--- src/rtl/prot_csr_pkg.sv ---
package prot_csr_pkg;
  typedef enum logic [1:0] {
    SEL_CFG  = 2'd0,
    SEL_ADDR = 2'd1,
    SEL_SEC  = 2'd2,
    SEL_NONE = 2'd3
  } csr_sel_e;

  localparam int unsigned CFG_LOCK   = 7;
  localparam int unsigned CFG_MODE_L = 3;
  localparam int unsigned CFG_X      = 2;
  localparam logic [1:0]  MODE_TOR   = 2'b01;
  localparam logic [2:0]  PERM_WX    = 3'b110;

  localparam int unsigned SEC_W         = 3;
  localparam int unsigned SEC_LOCKDOWN  = 0;
  localparam int unsigned SEC_WHITELIST = 1;
  localparam int unsigned SEC_BYPASS    = 2;

  localparam int unsigned ENT_PER_IDX = 4;  // entry stride between config words
endpackage

--- src/rtl/prot_cfg_gate.sv ---
module prot_cfg_gate
  import prot_csr_pkg::*;
(
  input  logic [7:0] old_cfg_i,
  input  logic [7:0] new_cfg_i,
  input  logic       lockdown_i,
  input  logic       bypass_i,
  output logic       accept_o
);
  logic set_lock_no_x;
  logic shared_ok;

  always_comb begin
    set_lock_no_x = new_cfg_i[CFG_LOCK] && !new_cfg_i[CFG_X];
    shared_ok     = !new_cfg_i[CFG_LOCK] && (new_cfg_i[2:0] != PERM_WX);
    accept_o      = bypass_i
                 || (!lockdown_i && !old_cfg_i[CFG_LOCK])
                 || (lockdown_i && (set_lock_no_x || shared_ok));
  end
endmodule

--- src/rtl/prot_entry.sv ---
module prot_entry
  import prot_csr_pkg::*;
#(
  parameter int unsigned XLEN = 32
) (
  input  logic            clk_i,
  input  logic            rst_ni,
  input  logic            cfg_we_i,
  input  logic [7:0]      cfg_wdata_i,
  input  logic            addr_we_i,
  input  logic [XLEN-1:0] addr_wdata_i,
  input  logic            lockdown_i,
  input  logic            bypass_i,
  input  logic [7:0]      next_cfg_i,
  output logic [7:0]      cfg_o,
  output logic [XLEN-1:0] addr_o
);
  logic       cfg_ok;
  logic       addr_ok;
  logic [7:0] cfg_q;
  logic [XLEN-1:0] addr_q;

  prot_cfg_gate u_gate (
    .old_cfg_i  (cfg_q),
    .new_cfg_i  (cfg_wdata_i),
    .lockdown_i (lockdown_i),
    .bypass_i   (bypass_i),
    .accept_o   (cfg_ok)
  );

  // neighbour in top-of-range mode uses this address as its base
  always_comb begin
    addr_ok = !cfg_q[CFG_LOCK]
           && !(next_cfg_i[CFG_LOCK] && next_cfg_i[CFG_MODE_L+:2] == MODE_TOR);
  end

  always_ff @(posedge clk_i or negedge rst_ni) begin
    if (!rst_ni) begin
      cfg_q  <= '0;
      addr_q <= '0;
    end else begin
      if (cfg_we_i && cfg_ok)   cfg_q  <= cfg_wdata_i;
      if (addr_we_i && addr_ok) addr_q <= addr_wdata_i;
    end
  end

  assign cfg_o  = cfg_q;
  assign addr_o = addr_q;
endmodule

--- src/rtl/prot_sec_reg.sv ---
module prot_sec_reg
  import prot_csr_pkg::*;
(
  input  logic             clk_i,
  input  logic             rst_ni,
  input  logic             we_i,
  input  logic [SEC_W-1:0] wdata_i,
  input  logic             any_lock_i,
  output logic [SEC_W-1:0] sec_o
);
  logic [SEC_W-1:0] sec_q;
  logic [SEC_W-1:0] sec_d;

  always_comb begin
    sec_d = wdata_i;
    if (!sec_q[SEC_BYPASS] && any_lock_i) sec_d[SEC_BYPASS] = 1'b0;
    sec_d[SEC_LOCKDOWN]  = sec_d[SEC_LOCKDOWN]  | sec_q[SEC_LOCKDOWN];
    sec_d[SEC_WHITELIST] = sec_d[SEC_WHITELIST] | sec_q[SEC_WHITELIST];
  end

  always_ff @(posedge clk_i or negedge rst_ni) begin
    if (!rst_ni)   sec_q <= '0;
    else if (we_i) sec_q <= sec_d;
  end

  assign sec_o = sec_q;
endmodule

--- src/rtl/prot_csr_bank.sv ---
module prot_csr_bank
  import prot_csr_pkg::*;
#(
  parameter int unsigned N     = 8,
  parameter int unsigned XLEN  = 32,
  parameter int unsigned IDX_W = 4
) (
  input  logic                clk_i,
  input  logic                rst_ni,
  input  logic                csr_we_i,
  input  logic [1:0]          csr_sel_i,
  input  logic [IDX_W-1:0]    csr_idx_i,
  input  logic [XLEN-1:0]     csr_wdata_i,
  output logic [XLEN-1:0]     csr_rdata_o,
  output logic [N*8-1:0]      cfg_o,
  output logic [N*XLEN-1:0]   addr_o,
  output logic [SEC_W-1:0]    sec_o
);
  localparam int unsigned BPW   = XLEN / 8;  // config bytes per word
  localparam int unsigned ENT_W = IDX_W + 3;

  csr_sel_e         sel;
  logic [7:0]       cfg_q   [N];
  logic [XLEN-1:0]  addr_q  [N];
  logic [N-1:0]     cfg_we;
  logic [7:0]       cfg_wb  [N];
  logic [N-1:0]     addr_we;
  logic [N-1:0]     lock_v;
  logic [SEC_W-1:0] sec_q;

  assign sel = csr_sel_e'(csr_sel_i);

  function automatic logic [ENT_W-1:0] ent_of(input logic [IDX_W-1:0] idx, input int unsigned j);
    return ENT_W'(idx) * ENT_W'(ENT_PER_IDX) + ENT_W'(j);
  endfunction

  always_comb begin
    for (int e = 0; e < N; e++) begin
      cfg_we[e]  = 1'b0;
      cfg_wb[e]  = '0;
      addr_we[e] = csr_we_i && sel == SEL_ADDR && ENT_W'(csr_idx_i) == ENT_W'(e);
      for (int j = 0; j < BPW; j++) begin
        if (csr_we_i && sel == SEL_CFG && ent_of(csr_idx_i, j) == ENT_W'(e)) begin
          cfg_we[e] = 1'b1;
          cfg_wb[e] = csr_wdata_i[j*8+:8];
        end
      end
    end
  end

  for (genvar e = 0; e < N; e++) begin : g_ent
    logic [7:0] next_cfg;
    if (e + 1 < N) begin : g_next
      assign next_cfg = cfg_q[e+1];
    end else begin : g_last
      assign next_cfg = 8'h00;
    end

    prot_entry #(.XLEN(XLEN)) u_entry (
      .clk_i        (clk_i),
      .rst_ni       (rst_ni),
      .cfg_we_i     (cfg_we[e]),
      .cfg_wdata_i  (cfg_wb[e]),
      .addr_we_i    (addr_we[e]),
      .addr_wdata_i (csr_wdata_i),
      .lockdown_i   (sec_q[SEC_LOCKDOWN]),
      .bypass_i     (sec_q[SEC_BYPASS]),
      .next_cfg_i   (next_cfg),
      .cfg_o        (cfg_q[e]),
      .addr_o       (addr_q[e])
    );

    assign lock_v[e]              = cfg_q[e][CFG_LOCK];
    assign cfg_o[e*8+:8]          = cfg_q[e];
    assign addr_o[e*XLEN+:XLEN]   = addr_q[e];
  end

  prot_sec_reg u_sec (
    .clk_i      (clk_i),
    .rst_ni     (rst_ni),
    .we_i       (csr_we_i && sel == SEL_SEC),
    .wdata_i    (csr_wdata_i[SEC_W-1:0]),
    .any_lock_i (|lock_v),
    .sec_o      (sec_q)
  );

  assign sec_o = sec_q;

  always_comb begin
    csr_rdata_o = '0;
    unique case (sel)
      SEL_CFG: begin
        for (int j = 0; j < BPW; j++) begin
          for (int e = 0; e < N; e++) begin
            if (ent_of(csr_idx_i, j) == ENT_W'(e)) csr_rdata_o[j*8+:8] = cfg_q[e];
          end
        end
      end
      SEL_ADDR: begin
        for (int e = 0; e < N; e++) begin
          if (ENT_W'(csr_idx_i) == ENT_W'(e)) csr_rdata_o = addr_q[e];
        end
      end
      SEL_SEC:  csr_rdata_o[SEC_W-1:0] = sec_q;
      default:  csr_rdata_o = '0;
    endcase
  end
endmodule

--- config.mk ---
export PLATFORM = sky130hd
export DESIGN_NAME = prot_csr_bank
export DESIGN_NICKNAME = d
export VERILOG_FILES = /design/src/rtl/prot_csr_pkg.sv /design/src/rtl/prot_cfg_gate.sv /design/src/rtl/prot_entry.sv /design/src/rtl/prot_sec_reg.sv /design/src/rtl/prot_csr_bank.sv
export SDC_FILE = /design/constraint.sdc
export NUM_CORES = 1
export LEC_CHECK = 0
export ABC_AREA = 1
export BUFFER_PORTS_ARGS = -buffer_cell sky130_fd_sc_hd__buf_2
export CAP_MARGIN = 40
export CORE_MARGIN = 5
export CORE_UTILIZATION = 53
export CTS_CLUSTER_SIZE = 8
export DETAILED_ROUTE_END_ITERATION = 6
export GPL_ROUTABILITY_DRIVEN = 0
export PLACE_DENSITY = 0.91
export SYNTH_ARGS = -nofsm -noshare
export SYNTH_HDL_FRONTEND = slang
export SYNTH_SLANG_ARGS = --single-unit
--- constraint.sdc ---
create_clock -name clk_i -period 1.9 [get_ports clk_i]
set_input_delay 0.095 -clock clk_i [delete_from_list [all_inputs] [get_ports clk_i]]
set_output_delay 0.095 -clock clk_i [all_outputs]
set_load 0.05 [all_outputs]
== After elaboration in Yosys (flattened, before gate mapping) ==
Cells that the tools add are included.
Cells by class
  bitwise gates (word level): 2
  order comparisons: 0
  muxes and demuxes: 89
  reductions and logical operators: 164
  equal/unequal tests: 45
  $add $sub $neg: 3
  shifts and indexed selects: 0
  multiply operators: 0
  divide/modulo/power cells: 0
Operator list (count)
  $mux 8: 52
  $mux 32: 8
  $logic_and 1x1->1: 100
  $eq 7x3->1 const B: 12
  $pmux 29 s2: 1
  $eq 7x2->1 const B: 6
  $logic_not 1->1: 33
  $logic_not 7->1: 4
  $mux 1: 27
  $logic_or 1x1->1: 24
  $ne 3x3->1 const B: 8
  $eq 7x1->1 const B: 3
  $eq 2x1->1 const B: 8
  $eq 4x3->1 const B: 4
  $add 6x2->7 const B: 2
  $pmux 3 s3: 1
  $eq 4x2->1 const B: 2
  $reduce_or 8->1: 1
  $add 6x1->7 const B: 1
  $eq 4x1->1 const B: 1
  $logic_not 4->1: 1
  $eq 2x2->1 const B: 1
  $logic_not 2->1: 1
  $or 1x1->1: 2
Word-level totals
  register bits: 323
  input bits: 41
  bits in writable memories: 0
  memories kept: 0
  bits in latches: 0
  output and inout port bits: 355
  memory bits (read-only): 0

== Longest topological paths before layout ==
  depth after elaboration: 13
  mapped depth: 12

== Modules after synthesis ==
From an unflattened synthesis, not the netlist that was laid out.
Unflattened totals
  cells, all modules: 2270
  area, all modules: 16847.4 µm²
By module, submodules not included
  prot_entry: instances 8, cells each 177, area each 1621.6 µm², sequential area each 1001.0 µm²
  prot_csr_bank: instances 1, cells each 771, area each 3483.3 µm², sequential area each 0.0 µm²
  prot_cfg_gate: instances 8, cells each 9, area each 33.8 µm², sequential area each 0.0 µm²
  prot_sec_reg: instances 1, cells each 11, area each 121.4 µm², sequential area each 75.1 µm²

== Worst setup path after synthesis ==
Ideal clock, no wire load.
  kind: flip-flop to flip-flop
  start: reg g_ent[7].u_entry.cfg_q[7]
  end: reg g_ent[6].u_entry.addr_q[24]
  library setup time: 0.077 ns
  clock period less this slack: 1.640 ns
  stages on the path, launching flop included: 6
  arrival time: 1.564 ns
  setup slack: 0.260 ns
  required time: 1.823 ns
  cell sequence: dfrtp_1 > nand2_1 > o2111ai_4 > clkbuf_1 > nand2_1 > o21ai_1
Between the ends
  word-level cells in the longest chain between the ends: 4
RTL lines
  start: declaration: RTL line prot_entry.sv:20  | logic [7:0] cfg_q;
  start signal: assignment: RTL line prot_entry.sv:42  | if (cfg_we_i && cfg_ok) cfg_q <= cfg_wdata_i;
  $logic_and 1x1->1: RTL line prot_entry.sv:34  | && !(next_cfg_i[CFG_LOCK] && next_cfg_i[CFG_MODE_L+:2] == MODE_TOR);
  $logic_not 1->1: RTL line prot_entry.sv:34
  $logic_and 1x1->1: RTL line prot_entry.sv:34
  $logic_and 1x1->1: RTL line prot_entry.sv:43  | if (addr_we_i && addr_ok) addr_q <= addr_wdata_i;
  end signal: assignment: RTL line prot_entry.sv:43
  end: declaration: RTL line prot_entry.sv:21  | logic [XLEN-1:0] addr_q;
Every way passes these cells.
A chain may end at the register's enable or synchronous reset.

== Worst setup path in the final report ==
  start: reg g_ent[2].u_entry.addr_q[14]
  end: out csr_rdata_o[14]
Between the ends
  word-level cells in the longest chain between the ends: 7
RTL lines
  start: declaration: RTL line prot_entry.sv:21
  start signal: assignment: RTL line prot_entry.sv:43
  $mux 32 (6 in a row): RTL line prot_csr_bank.sv:101  | if (ENT_W'(csr_idx_i) == ENT_W'(e)) csr_rdata_o = addr_q[e];
  $pmux 29 s2: RTL line prot_csr_bank.sv:91  | unique case (sel)
  end: declaration: RTL line prot_csr_bank.sv:14  | output logic [XLEN-1:0] csr_rdata_o,
Every way passes these cells.

==> impl_metrics.json <==
{
  "arrival_ps": 1820,
  "clk_path_buf_depth": 3,
  "clockPowerShare_pct": 32.4,
  "dp_hpwl_mm": 39.87,
  "vias": 16406,
  "clockRootBuffer": "clkbuf_16",
  "internal-power_uw": 13630,
  "die_w_um": 177.0,
  "worstMarginPinSlew_ps": 534.6,
  "multi_input_area_um2": 5993,
  "setup_viol_count_final": 1,
  "slew_headroom_pct": 64.27,
  "combPwrFrac_pct": 28.7,
  "async_flop_share_pct": 100.0,
  "p_sw_uw": 8777,
  "drv_slew": 0,
  "layout-drive-gt1-share_pct": 28.07,
  "drtIter0Drc": 2283,
  "synth_top_family_by_area": "simple AND/OR/NAND/NOR gates",
  "hold_viol": 0,
  "dp_slack_ps": -33.69,
  "reg2reg_from": "u_sec.sec_o[2]",
  "wirelength_mm": 59.32,
  "grt_pass1_wl_mm": 88.98,
  "fp.dieH_um": 177.0,
  "max_freq_mhz": 522.7,
  "switching_share_pct": 39.17,
  "worst_setup_path_start_kind": "flip-flop",
  "syn_area_um2": 14770,
  "violations": "DRC, setup timing",
  "r2r_cells": 5,
  "crit_path_end_kind": "output pin",
  "required_ps": 1800,
  "antenna_found_initial": 1,
  "cts_buffers": 46,
  "yosys.area.top_type": "dfrtp_1",
  "synth.avg_cell_area_um2": 8.286,
  "min_to": "g_ent[5].u_entry.cfg_o[4]",
  "clk_latency_ps": 530,
  "synth_top_area_share_pct": 54.71,
  "cp_common_cell": "nand2_1",
  "synth_compound_area_share_pct": 16.10,
  "synthSimpleGateAreaFrac_pct": 23.15,
  "yosys-top-cells-area": "dfrtp_1, nand2_1, o21ai_0",
  "grt_pass1_vias": 15682,
  "holdCritPathClass": "primary input to flip-flop",
  "ios": 396,
  "postRouteAntennaNets": 0,
  "cpLargestDelayFamily": "simple AND/OR/NAND/NOR gates",
  "core_area_um2": 27630,
  "cp-startpoint": "g_ent[2].u_entry.addr_o[14]",
  "status": "finished, violations left",
  "leakage_uw": 0.01024,
  "avgRoutedWirePerCell_um": 22.80,
  "fin_crit_ps": 1913,
  "hold_depth": 3,
  "synth_nets": 1824,
  "p_seq_share_pct": 38.8,
  "fillCellCount": 1996,
  "synth_xor_area_share_pct": 0,
  "skew_ps": 17.71,
  "worstReg2RegEnd": "g_ent[4].u_entry.cfg_o[1]",
  "fin_nets": 2262,
  "vdd_ir_drop_max_mv": 0.8658,
  "ys.warnings.count": 0,
  "r2r_slack_ps": 190,
  "yosysMostFrequentCell": "nand2_1",
  "final-seq-area_um2": 8092,
  "rsz0062_at_grt": "yes",
  "grt_start_max_net_pins": 70,
  "grt_usage_pct": 36.52,
  "crit_buf_inv": 1,
  "path_class": "flip-flop to output pin",
  "globalRoute.totalOverflow": 0,
  "start_util_pct": 53.47,
  "synth_cells": 1783,
  "design_area_um2": 19470,
  "synth_flop_cell": "dfrtp_1",
  "clock-sinks": 323,
  "synth_edf_count": 0,
  "muxShareOfSynthArea_pct": 0,
  "area_growth_pct": 31.82,
  "rows": 61,
  "cts.clk_slew.worst_paths_ps": 50,
  "slowest_stage": "dfrtp_1",
  "powerDensity_nw_per_um2": 1151,
  "maxCapViolations": 0,
  "tritoncts": "yes",
  "placed_cell_area_um2": 17660,
  "drc": 1,
  "synth_cell_types": 34,
  "timing.final.crit_share_pct": 100.7,
  "via_per_inst": 6.305,
  "holdCritStartpoint": "csr_wdata_i[12]",
  "drt_pass1_iterations": 7,
  "synth_commonest_cells": "nand2_1, o21ai_0, dfrtp_1",
  "yosys.area_share.adder_pct": 0,
  "synth_seq_cells": 323,
  "critPathMaxFanout": 3,
  "numPortBuffers": 395,
  "seq_area_frac_synth_pct": 54.71,
  "dieArea_um2": 31310,
  "h-tree-depth": 2,
  "cp_slowest_stage_delay_ps": 400,
  "path_cells": "or2_0 -> a21boi_2 -> nand4_1 -> nand2_1 -> nand2_1 -> buf_6",
  "setup_ws_ps": -13.20
}
==> flip-flops by register name (all words and copies together), names as in the netlist <==
| register | flops |
|---|---|
| g_ent.u_entry.cfg_o | 64 |
| g_ent.u_entry.addr_o | 256 |
| u_sec.sec_o | 3 |
==> routing by layer <==
metal  vias to the layer above  global-route usage [%]  share of wire [%]
li1                       6794                       -                  -
met1                      7588                   45.68                 33
met2                      1601                   57.73                 46
met3                       421                   9.635                 14
met4                         2                   20.95                7.1
met5                         -                       0              0.030
==> worst max path at each step <==
stage	endpoint	slack [ps]	cells past startpoint
after detailed placement	g_ent[2].u_entry.cfg_o[6]	-30	9
after global routing	csr_rdata_o[14]	-70	6
after floorplan	g_ent[6].u_entry.addr_o[24]	260	5
after global placement	csr_rdata_o[25]	50	11
final	csr_rdata_o[14]	-10	6
after CTS	csr_rdata_o[31]	1	6
==> kinds of logic (layout without fill, tap and decap cells) <==
family,Yosys count,count (layout)
DFF,323,323
and+or+nand+nor,791,791
other,0,1
buffers and inverters,222,662
AOI/OAI and AO/OA,447,447
==> tightest hold or removal path: stages <==
cell,delay (ps)
buf_2,70
inv_1,150
o21ai_0,200
==> layout make-up <==
class	instances	area share [%]
tap	378	2.429
timing repair buffer	512	17.05
antenna	1	0.01285
sequential	323	41.55
clock inverter	2	0.1992
clock buffer	48	6.058
multi-input combinational	1238	30.77
inverter	100	1.927
==> placed cells by master, fill, tap and decap left out, types with 13 or more instances in the layout <==
cell type	count
nand2_1	536
dfrtp_1	316
a21boi_2	13
buf_4	85
nand4_1	31
a21oi_1	39
o21ai_0	330
nand3_1	153
buf_12	21
inv_1	95
clkbuf_16	47
o21ai_1	28
buf_6	18
buf_2	368
dlygate4sd3_1	15
==> repair_timing <==
action,CTS,global route
hold buffers,15,0
setup buffers,4,18
endpoints found under the setup margin,19,31
resized for setup,37,80
pin swaps,10,29
endpoints found under the hold margin,273,0
==> stage by stage <==
stage | hold slack (ps) | power (uW) | utilization [%] | TNS [ps] | cells
final | 26.77 | 22410 | 70.49 | -13.20 | 2602
after global routing | 46.99 | 23130 | 70.48 | -279.4 | 2601
after CTS | 1.928 | 22220 | 69.29 | 0 | 2583
after detailed placement | 69.85 | 14930 | 63.91 | -275.4 | 2514
after global placement | 67.15 | 14780 | 63.91 | 0 | 2514
after floorplan | -200.6 | 12910 | - | 0 | 1783
==> power by group through the flow <==
stage	registers (uW)	logic (uW)	clock network (uW)
after CTS	8650	6280	7290
after global routing	8760	6740	7620
after global placement	8690	6080	0
after floorplan	11600	1260	0
final	8700	6440	7270
after detailed placement	8730	6200	0
Note: power is estimated with default switching activity, not from simulation.
